**src/rtl/fscm_pkg.sv**
```systemverilog
// Package: shared codes and helpers for the fail-safe clock monitor.
// Assumes a 3-bit oscillator mode code whose bit 2 marks crystal/resonator types.
package fscm_pkg;

    typedef enum logic [2:0] {
        OSC_EXT = 3'd0,
        OSC_RC  = 3'd1,
        OSC_INT = 3'd2,
        OSC_LP  = 3'd4,
        OSC_XT  = 3'd5,
        OSC_HS  = 3'd6
    } osc_mode_e;

    localparam logic [1:0] SEL_INTOSC = 2'b10;
    localparam logic [1:0] SEL_RESET  = 2'b00;

    // True when the mode needs a start-up timer before monitoring.
    function automatic logic needs_startup(input logic [2:0] mode);
        return mode[2];
    endfunction

endpackage

```
**src/rtl/fscm_edge_sync.sv**
```systemverilog
// Module: fscm_edge_sync
// Brings an asynchronous primary clock into the sample domain through a
// flop chain of SYNC_STAGES stages and emits a one-cycle pulse per rising edge.
// Assumes the primary clock period is over two sample-domain cycles.
module fscm_edge_sync #(
    parameter int SYNC_STAGES = 2
) (
    input  logic clk,
    input  logic rst_n,
    input  logic async_i,
    output logic rise_o
);

    logic [SYNC_STAGES-1:0] chain_q;
    logic                   last_q;

    // First stage captures the raw asynchronous level.
    always_ff @(posedge clk) begin
        if (!rst_n) chain_q[0] <= 1'b0;
        else        chain_q[0] <= async_i;
    end

    // Remaining stages settle metastability.
    genvar g;
    generate
        for (g = 1; g < SYNC_STAGES; g++) begin : g_stage
            always_ff @(posedge clk) begin
                if (!rst_n) chain_q[g] <= 1'b0;
                else        chain_q[g] <= chain_q[g-1];
            end
        end
    endgenerate

    // Holds the previous synchronised level for edge detection.
    always_ff @(posedge clk) begin
        if (!rst_n) last_q <= 1'b0;
        else        last_q <= chain_q[SYNC_STAGES-1];
    end

    assign rise_o = chain_q[SYNC_STAGES-1] & ~last_q;

endmodule

```
**src/rtl/fscm_start_timer.sv**
```systemverilog
// Module: fscm_start_timer
// Counts primary rising edges after reset or wake-up and raises done_o
// once OST_LEN edges are counted. restart_i zeroes it; run_i gates counting.
module fscm_start_timer #(
    parameter int OST_LEN = 1024
) (
    input  logic clk,
    input  logic rst_n,
    input  logic restart_i,
    input  logic run_i,
    input  logic edge_i,
    output logic done_o
);

    localparam int CW = (OST_LEN > 1) ? $clog2(OST_LEN) : 1;
    localparam logic [CW-1:0] LAST = CW'(OST_LEN - 1);

    logic [CW-1:0] cnt_q;
    logic          done_q;

    // Edge counter with terminal flag; restart wins over counting.
    always_ff @(posedge clk) begin
        if (!rst_n || restart_i) begin
            cnt_q  <= '0;
            done_q <= 1'b0;
        end else if (run_i && !done_q && edge_i) begin
            if (cnt_q == LAST) done_q <= 1'b1;
            else               cnt_q  <= cnt_q + 1'b1;
        end
    end

    assign done_o = done_q;

endmodule

```
**src/rtl/fscm_activity_window.sv**
```systemverilog
// Module: fscm_activity_window
// Splits time into windows of WIN_CYCLES cycles while armed_i is high and
// reports miss_o on the last cycle of a window that saw no edge.
// A disarmed cycle restarts the window from zero.
module fscm_activity_window #(
    parameter int WIN_CYCLES = 16
) (
    input  logic clk,
    input  logic rst_n,
    input  logic armed_i,
    input  logic block_i,
    input  logic edge_i,
    output logic miss_o
);

    localparam int WW = (WIN_CYCLES > 1) ? $clog2(WIN_CYCLES) : 1;
    localparam logic [WW-1:0] LAST = WW'(WIN_CYCLES - 1);

    logic [WW-1:0] cnt_q;
    logic          seen_q;
    logic          at_end;

    assign at_end = (cnt_q == LAST);

    // Window position and edge-seen memory.
    always_ff @(posedge clk) begin
        if (!rst_n || !armed_i) begin
            cnt_q  <= '0;
            seen_q <= 1'b0;
        end else if (at_end) begin
            cnt_q  <= '0;
            seen_q <= 1'b0;
        end else begin
            cnt_q  <= cnt_q + 1'b1;
            seen_q <= seen_q | edge_i;
        end
    end

    assign miss_o = armed_i & at_end & ~seen_q & ~edge_i & ~block_i;

endmodule

```
**src/rtl/fail_safe_clock_monitor.sv**
```systemverilog
// Module: fail_safe_clock_monitor
// Top of the fail-safe clock monitor. Combines the edge synchroniser, the
// start-up timer and the activity window, and holds the fail-safe state,
// the sticky flag, the watchdog clear pulse and the software select.
// Assumes clk is the always-running internal oscillator.
module fail_safe_clock_monitor
    import fscm_pkg::*;
#(
    parameter int WIN_CYCLES  = 16,
    parameter int OST_LEN     = 1024,
    parameter int SYNC_STAGES = 2
) (
    input  logic       clk,
    input  logic       rst_n,
    input  logic       pri_clk_i,
    input  logic [2:0] osc_mode_i,
    input  logic       wdt_en_i,
    input  logic       sleep_i,
    input  logic       wake_i,
    input  logic [1:0] sw_sel_i,
    input  logic       sw_sel_wr_i,
    input  logic       flag_clr_i,
    output logic [1:0] clk_sel_o,
    output logic       ost_done_o,
    output logic       fail_flag_o,
    output logic       wdt_clr_o
);

    logic       pri_rise;
    logic       ost_done;
    logic       miss;
    logic       armed;
    logic       xtal;
    logic       asleep_q;
    logic       fs_q;
    logic       flag_q;
    logic       wdt_q;
    logic [1:0] sel_q;
    logic       release_ok;

    assign xtal       = needs_startup(osc_mode_i);
    assign armed      = ~asleep_q & ~fs_q & (~xtal | ost_done);
    assign release_ok = sw_sel_wr_i & (~flag_q | flag_clr_i);

    fscm_edge_sync #(.SYNC_STAGES(SYNC_STAGES)) u_sync (
        .clk     (clk),
        .rst_n   (rst_n),
        .async_i (pri_clk_i),
        .rise_o  (pri_rise)
    );

    fscm_start_timer #(.OST_LEN(OST_LEN)) u_ost (
        .clk       (clk),
        .rst_n     (rst_n),
        .restart_i (wake_i),
        .run_i     (~asleep_q),
        .edge_i    (pri_rise),
        .done_o    (ost_done)
    );

    fscm_activity_window #(.WIN_CYCLES(WIN_CYCLES)) u_win (
        .clk     (clk),
        .rst_n   (rst_n),
        .armed_i (armed),
        .block_i (sleep_i),
        .edge_i  (pri_rise),
        .miss_o  (miss)
    );

    // Sleep state tracking.
    always_ff @(posedge clk) begin
        if (!rst_n)       asleep_q <= 1'b0;
        else if (sleep_i) asleep_q <= 1'b1;
        else if (wake_i)  asleep_q <= 1'b0;
    end

    // Fail-safe state: set on a miss, left on sleep or an allowed write.
    always_ff @(posedge clk) begin
        if (!rst_n)          fs_q <= 1'b0;
        else if (sleep_i)    fs_q <= 1'b0;
        else if (miss)       fs_q <= 1'b1;
        else if (release_ok) fs_q <= 1'b0;
    end

    // Sticky interrupt flag; a new failure wins over a clear.
    always_ff @(posedge clk) begin
        if (!rst_n)          flag_q <= 1'b0;
        else if (miss)       flag_q <= 1'b1;
        else if (flag_clr_i) flag_q <= 1'b0;
    end

    // One-cycle watchdog clear on failure when the watchdog runs.
    always_ff @(posedge clk) begin
        if (!rst_n) wdt_q <= 1'b0;
        else        wdt_q <= miss & wdt_en_i;
    end

    // Software clock-select register.
    always_ff @(posedge clk) begin
        if (!rst_n)           sel_q <= SEL_RESET;
        else if (sw_sel_wr_i) sel_q <= sw_sel_i;
    end

    // Effective select: forced to the internal oscillator on failure or crystal start-up.
    always_comb begin
        if (fs_q || (xtal && !ost_done && !asleep_q)) clk_sel_o = SEL_INTOSC;
        else                                          clk_sel_o = sel_q;
    end

    assign ost_done_o  = ost_done;
    assign fail_flag_o = flag_q;
    assign wdt_clr_o   = wdt_q;

endmodule

```
**config.mk**
```make
export PLATFORM = sky130hd
export DESIGN_NAME = fail_safe_clock_monitor
export DESIGN_NICKNAME = d
export VERILOG_FILES = /design/src/rtl/fscm_pkg.sv /design/src/rtl/fscm_edge_sync.sv /design/src/rtl/fscm_start_timer.sv /design/src/rtl/fscm_activity_window.sv /design/src/rtl/fail_safe_clock_monitor.sv
export SDC_FILE = /design/constraint.sdc
export NUM_CORES = 1
export LEC_CHECK = 0
export BUFFER_PORTS_ARGS = -buffer_cell sky130_fd_sc_hd__buf_4
export CORE_MARGIN = 5
export CORE_UTILIZATION = 31
export DETAILED_ROUTE_END_ITERATION = 8
export PLACE_DENSITY_LB_ADDON = 0.1
export SLEW_MARGIN = 20
export SYNTH_ARGS = -nofsm -noshare
export SYNTH_HDL_FRONTEND = slang
export SYNTH_SLANG_ARGS = --single-unit
```
**constraint.sdc**
```tcl
create_clock -name clk -period 2.18 [get_ports clk]
set_input_delay 0.109 -clock clk [delete_from_list [all_inputs] [get_ports clk]]
set_output_delay 0.109 -clock clk [all_outputs]
set_load 0.05 [all_outputs]
```
==> summary.txt <==
Floorplan
  – Cell row count: 21
  – Width of the die: 68.3 um
  – Die area: 0.00467 mm2
  – Die Y-Extent: 68.3 um
  – Starting utilization of the core area: 0.319
  – # IOs: 18
  – Core area: 0.00331 mm2

STA
  – Setup total negative slack: 0 ps
  – Total count of hold-check failures in the final report: 0
  – Unrepaired setup endpoints after global routing: no
  – Actual transition at the worst max-transition pin: 651 ps
  – Final critical delay including setup and external delays: 1800 ps
  – Headroom to the max-slew limit: 0.559
  – Maximum frequency from static timing analysis: 0.557 GHz
  – Final period util: 0.824
  – Setup skew after layout: 8.46 ps
  – Final-report max-slew violation count: 0
  – Setup Viol. Count Final: 0

Global route
  – Vias in the first global route: 772
  – Pin count of the biggest net entering global routing: 15
  – Global-route wire length before repair: 3270 um
  – Initial antenna violation count: 0
  – All-Layer GR Usage: 0.0931
  – Total gr overflow: 0

Synthesis
  – Most common cell in the netlist: sky130_fd_sc_hd__dfxtp_1
  – Synthesized netlist cell count: 112
  – Share of synthesized registers carrying an async set or reset: 0
  – Total of flip-flops plus latches after synthesis: 25
  – Number of warnings reported in the yosys synthesis log: 0
  – Post-Syn Area per Cell: 9.42 um2
  – Count of flip-flops with a built-in enable after synthesis: 0
  – Mapped cell area: 0.00105 mm2
  – Top post-synthesis cells by area: sky130_fd_sc_hd__dfxtp_1 (47%), sky130_fd_sc_hd__a21oi_1 (4.7%), sky130_fd_sc_hd__nor2_1 (3.2%)
  – Post-synthesis sequential area ratio: 0.474
  – Commonest cells post-synth: sky130_fd_sc_hd__dfxtp_1 (25), sky130_fd_sc_hd__a21oi_1 (10), sky130_fd_sc_hd__nor2_1 (9)
  – Post-synthesis cell type with the largest combined area: sky130_fd_sc_hd__dfxtp_1
  – Area share of the leading cell type in the synthesized netlist: 0.474
  – Count of distinct cell types in the synthesized netlist: 32
  – Nets in the synthesized netlist: 127
  – Prevailing post-synth register cell: sky130_fd_sc_hd__dfxtp_1

Setup path
  – Slowest cell on the critical path: sky130_fd_sc_hd__o311ai_1
  – Critical path capture point type: flop
  – Crit path arrival time: 2000 ps
  – Worst path buffer plus inverter count: 0
  – Crit Path Class: flop to flop
  – Series of cell instances along the critical path: ha_1, nand3_1, o311ai_1, or3_1, a21oi_1
  – Data required time at the worst endpoint: 2390 ps
  – Delay contributed by the slowest stage of the critical path: 650 ps
  – Critical path launch point type: flop
  – Highest net fanout along the worst path: 6
  – Worst path top cell family by delay: compound AO/OA/AOI/OAI gates

Power and ir drop
  – Static leakage: 0.469 nW
  – Total power per unit cell area: 588 mW/mm2
  – Post-layout total power: 0.740 mW
  – Maximum VDD drop: 0.000362 V

Place
  – Count of buffers from port buffering: 15
  – Standard cell area after detailed placement: 0.00122 mm2
  – Final RePlAce weighted congestion: 0.656
  – Dpl hpwl: 1450 um

Clocking
  – Clock transition at the registers of the reported paths: 140 ps
  – Clock tree from TritonCTS: built
  – CTS max path bufs: 2
  – CTS HTree Levels: 1
  – Root buffer selected by CTS: sky130_fd_sc_hd__clkbuf_4
  – Setup fix buffers added after clock tree synthesis: 0
  – CTS sink cnt: 25
  – Worst-skew pair later-pin latency: 320 ps
  – Cts bufs inserted: 3

Layout
  – Net total in the final layout: 146
  – Cell area after layout: 0.00126 mm2
  – Number of antenna repair diodes: 0
  – Total area of sequential cells: 500 um2
  – Area delta synth->final: 19.5%
  – Share of post-route cells with drive strength above 1: 0.169
  – Footprint of the multi-input gates: 529 um2
  – Fill cell count: 379

Route
  – Routed length on met1: 973 um
  – Sum of routed wire length over all layers: 1910 um
  – Total vias in the final route: 842
  – Detailed-routed wire length on met3: 91 um
  – Wirelength per Cell: 10.8 um
  – DR pass1 iterations: 4
  – Uppermost routed layer: met4
  – Routed met2 length: 819 um
  – Via-to-Cell Ratio: 4.78
  – Starting DRT DRC Count: 30
  – Number of DRC violations after detailed routing: 0
  – Remaining antenna violation count: 0

Run status
  – Run status: completed

Flow run
  – Max-cap viol count: 0

Hold path
  – Worst hold-check path type: input pin to flop
## routing by layer
layer | vias to the layer above | track usage
met4 | 0 | 0.0447
met1 | 390 | 0.113
met2 | 12 | 0.148
met3 | 2 | 0.0296
met5 | - | 0
li1 | 438 | -
## layout by cell type (no fill, tap or decap), types with 3 or more instances in the layout
master,count
sky130_fd_sc_hd__xor2_1,3
sky130_fd_sc_hd__nor2_1,9
sky130_fd_sc_hd__nand3_1,5
sky130_fd_sc_hd__mux2i_1,3
sky130_fd_sc_hd__inv_1,6
sky130_fd_sc_hd__nand2_1,3
sky130_fd_sc_hd__nor2b_1,5
sky130_fd_sc_hd__o21ai_0,4
sky130_fd_sc_hd__and2_1,3
sky130_fd_sc_hd__clkbuf_4,3
sky130_fd_sc_hd__buf_4,15
sky130_fd_sc_hd__a21oi_1,10
sky130_fd_sc_hd__nand2b_1,3
sky130_fd_sc_hd__dfxtp_1,25
sky130_fd_sc_hd__or3_1,5
## cell type report
cell class / count / area share
clock buffer: 3 / 0.0179
clock inverter: 1 / 0.00397
inverter: 6 / 0.0179
multi-input combinational: 79 / 0.420
sequential: 25 / 0.397
tap: 46 / 0.0457
timing repair buffer: 16 / 0.0973
## repair_timing
action | 4_1_cts | 5_1_grt
hold buffers | 1 | 0
hold endpoints to repair | 1 | 0
gates resized for setup | 0 | 0
## metrics by stage
step / util / worst slack, ps / hold slack [ps] / instances
floorplan: - / 447 / 233 / 112
global route: 0.381 / 209 / 1.44 / 176
detailed placement: 0.369 / 398 / 326 / 171
finish: 0.381 / 385 / 14.1 / 176
global placement: 0.369 / 461 / 319 / 171
CTS: 0.381 / 381 / 0.0634 / 176
## cells by family after synthesis
family / after synthesis / synth area share
AOI/OAI and AO/OA: 21 / 0.123
xor gates and xnor gates: 4 / 0.0332
adders and majority gates: 2 / 0.0237
buffers and inverters: 8 / 0.0285
DFF: 25 / 0.474
muxes: 3 / 0.0285
and+or+nand+nor: 49 / 0.288
## flip-flops by register name, indices dropped and copies added, names as in the netlist
name,cells
wdt_clr_o,1
u_sync.chain_q,2
u_ost.cnt_q,10
u_sync.last_q,1
asleep_q,1
u_win.cnt_q,4
fail_flag_o,1
u_ost.done_o,1
fs_q,1
sel_q,2
u_win.seen_q,1
## worst paths after layout
check               startpoint  cells after the start  slack, ps                end
max             u_ost.cnt_q[0]                      5        380     u_ost.cnt_q[5]
min                    sleep_i                      2         10           asleep_q
max reg2reg     u_ost.cnt_q[0]                      5        380     u_ost.cnt_q[5]
min reg2reg  u_sync.chain_q[0]                      1        450  u_sync.chain_q[1]
## power breakdown
part / leakage (nW) / switching (mW) / internal (mW)
Sequential: 0.203 / 0.00561 / 0.465
Combinational: 0.248 / 0.0316 / 0.0309
Clock: 0.0177 / 0.139 / 0.0687
Total: 0.469 / 0.176 / 0.564
Power figures use the tool's default switching activity.
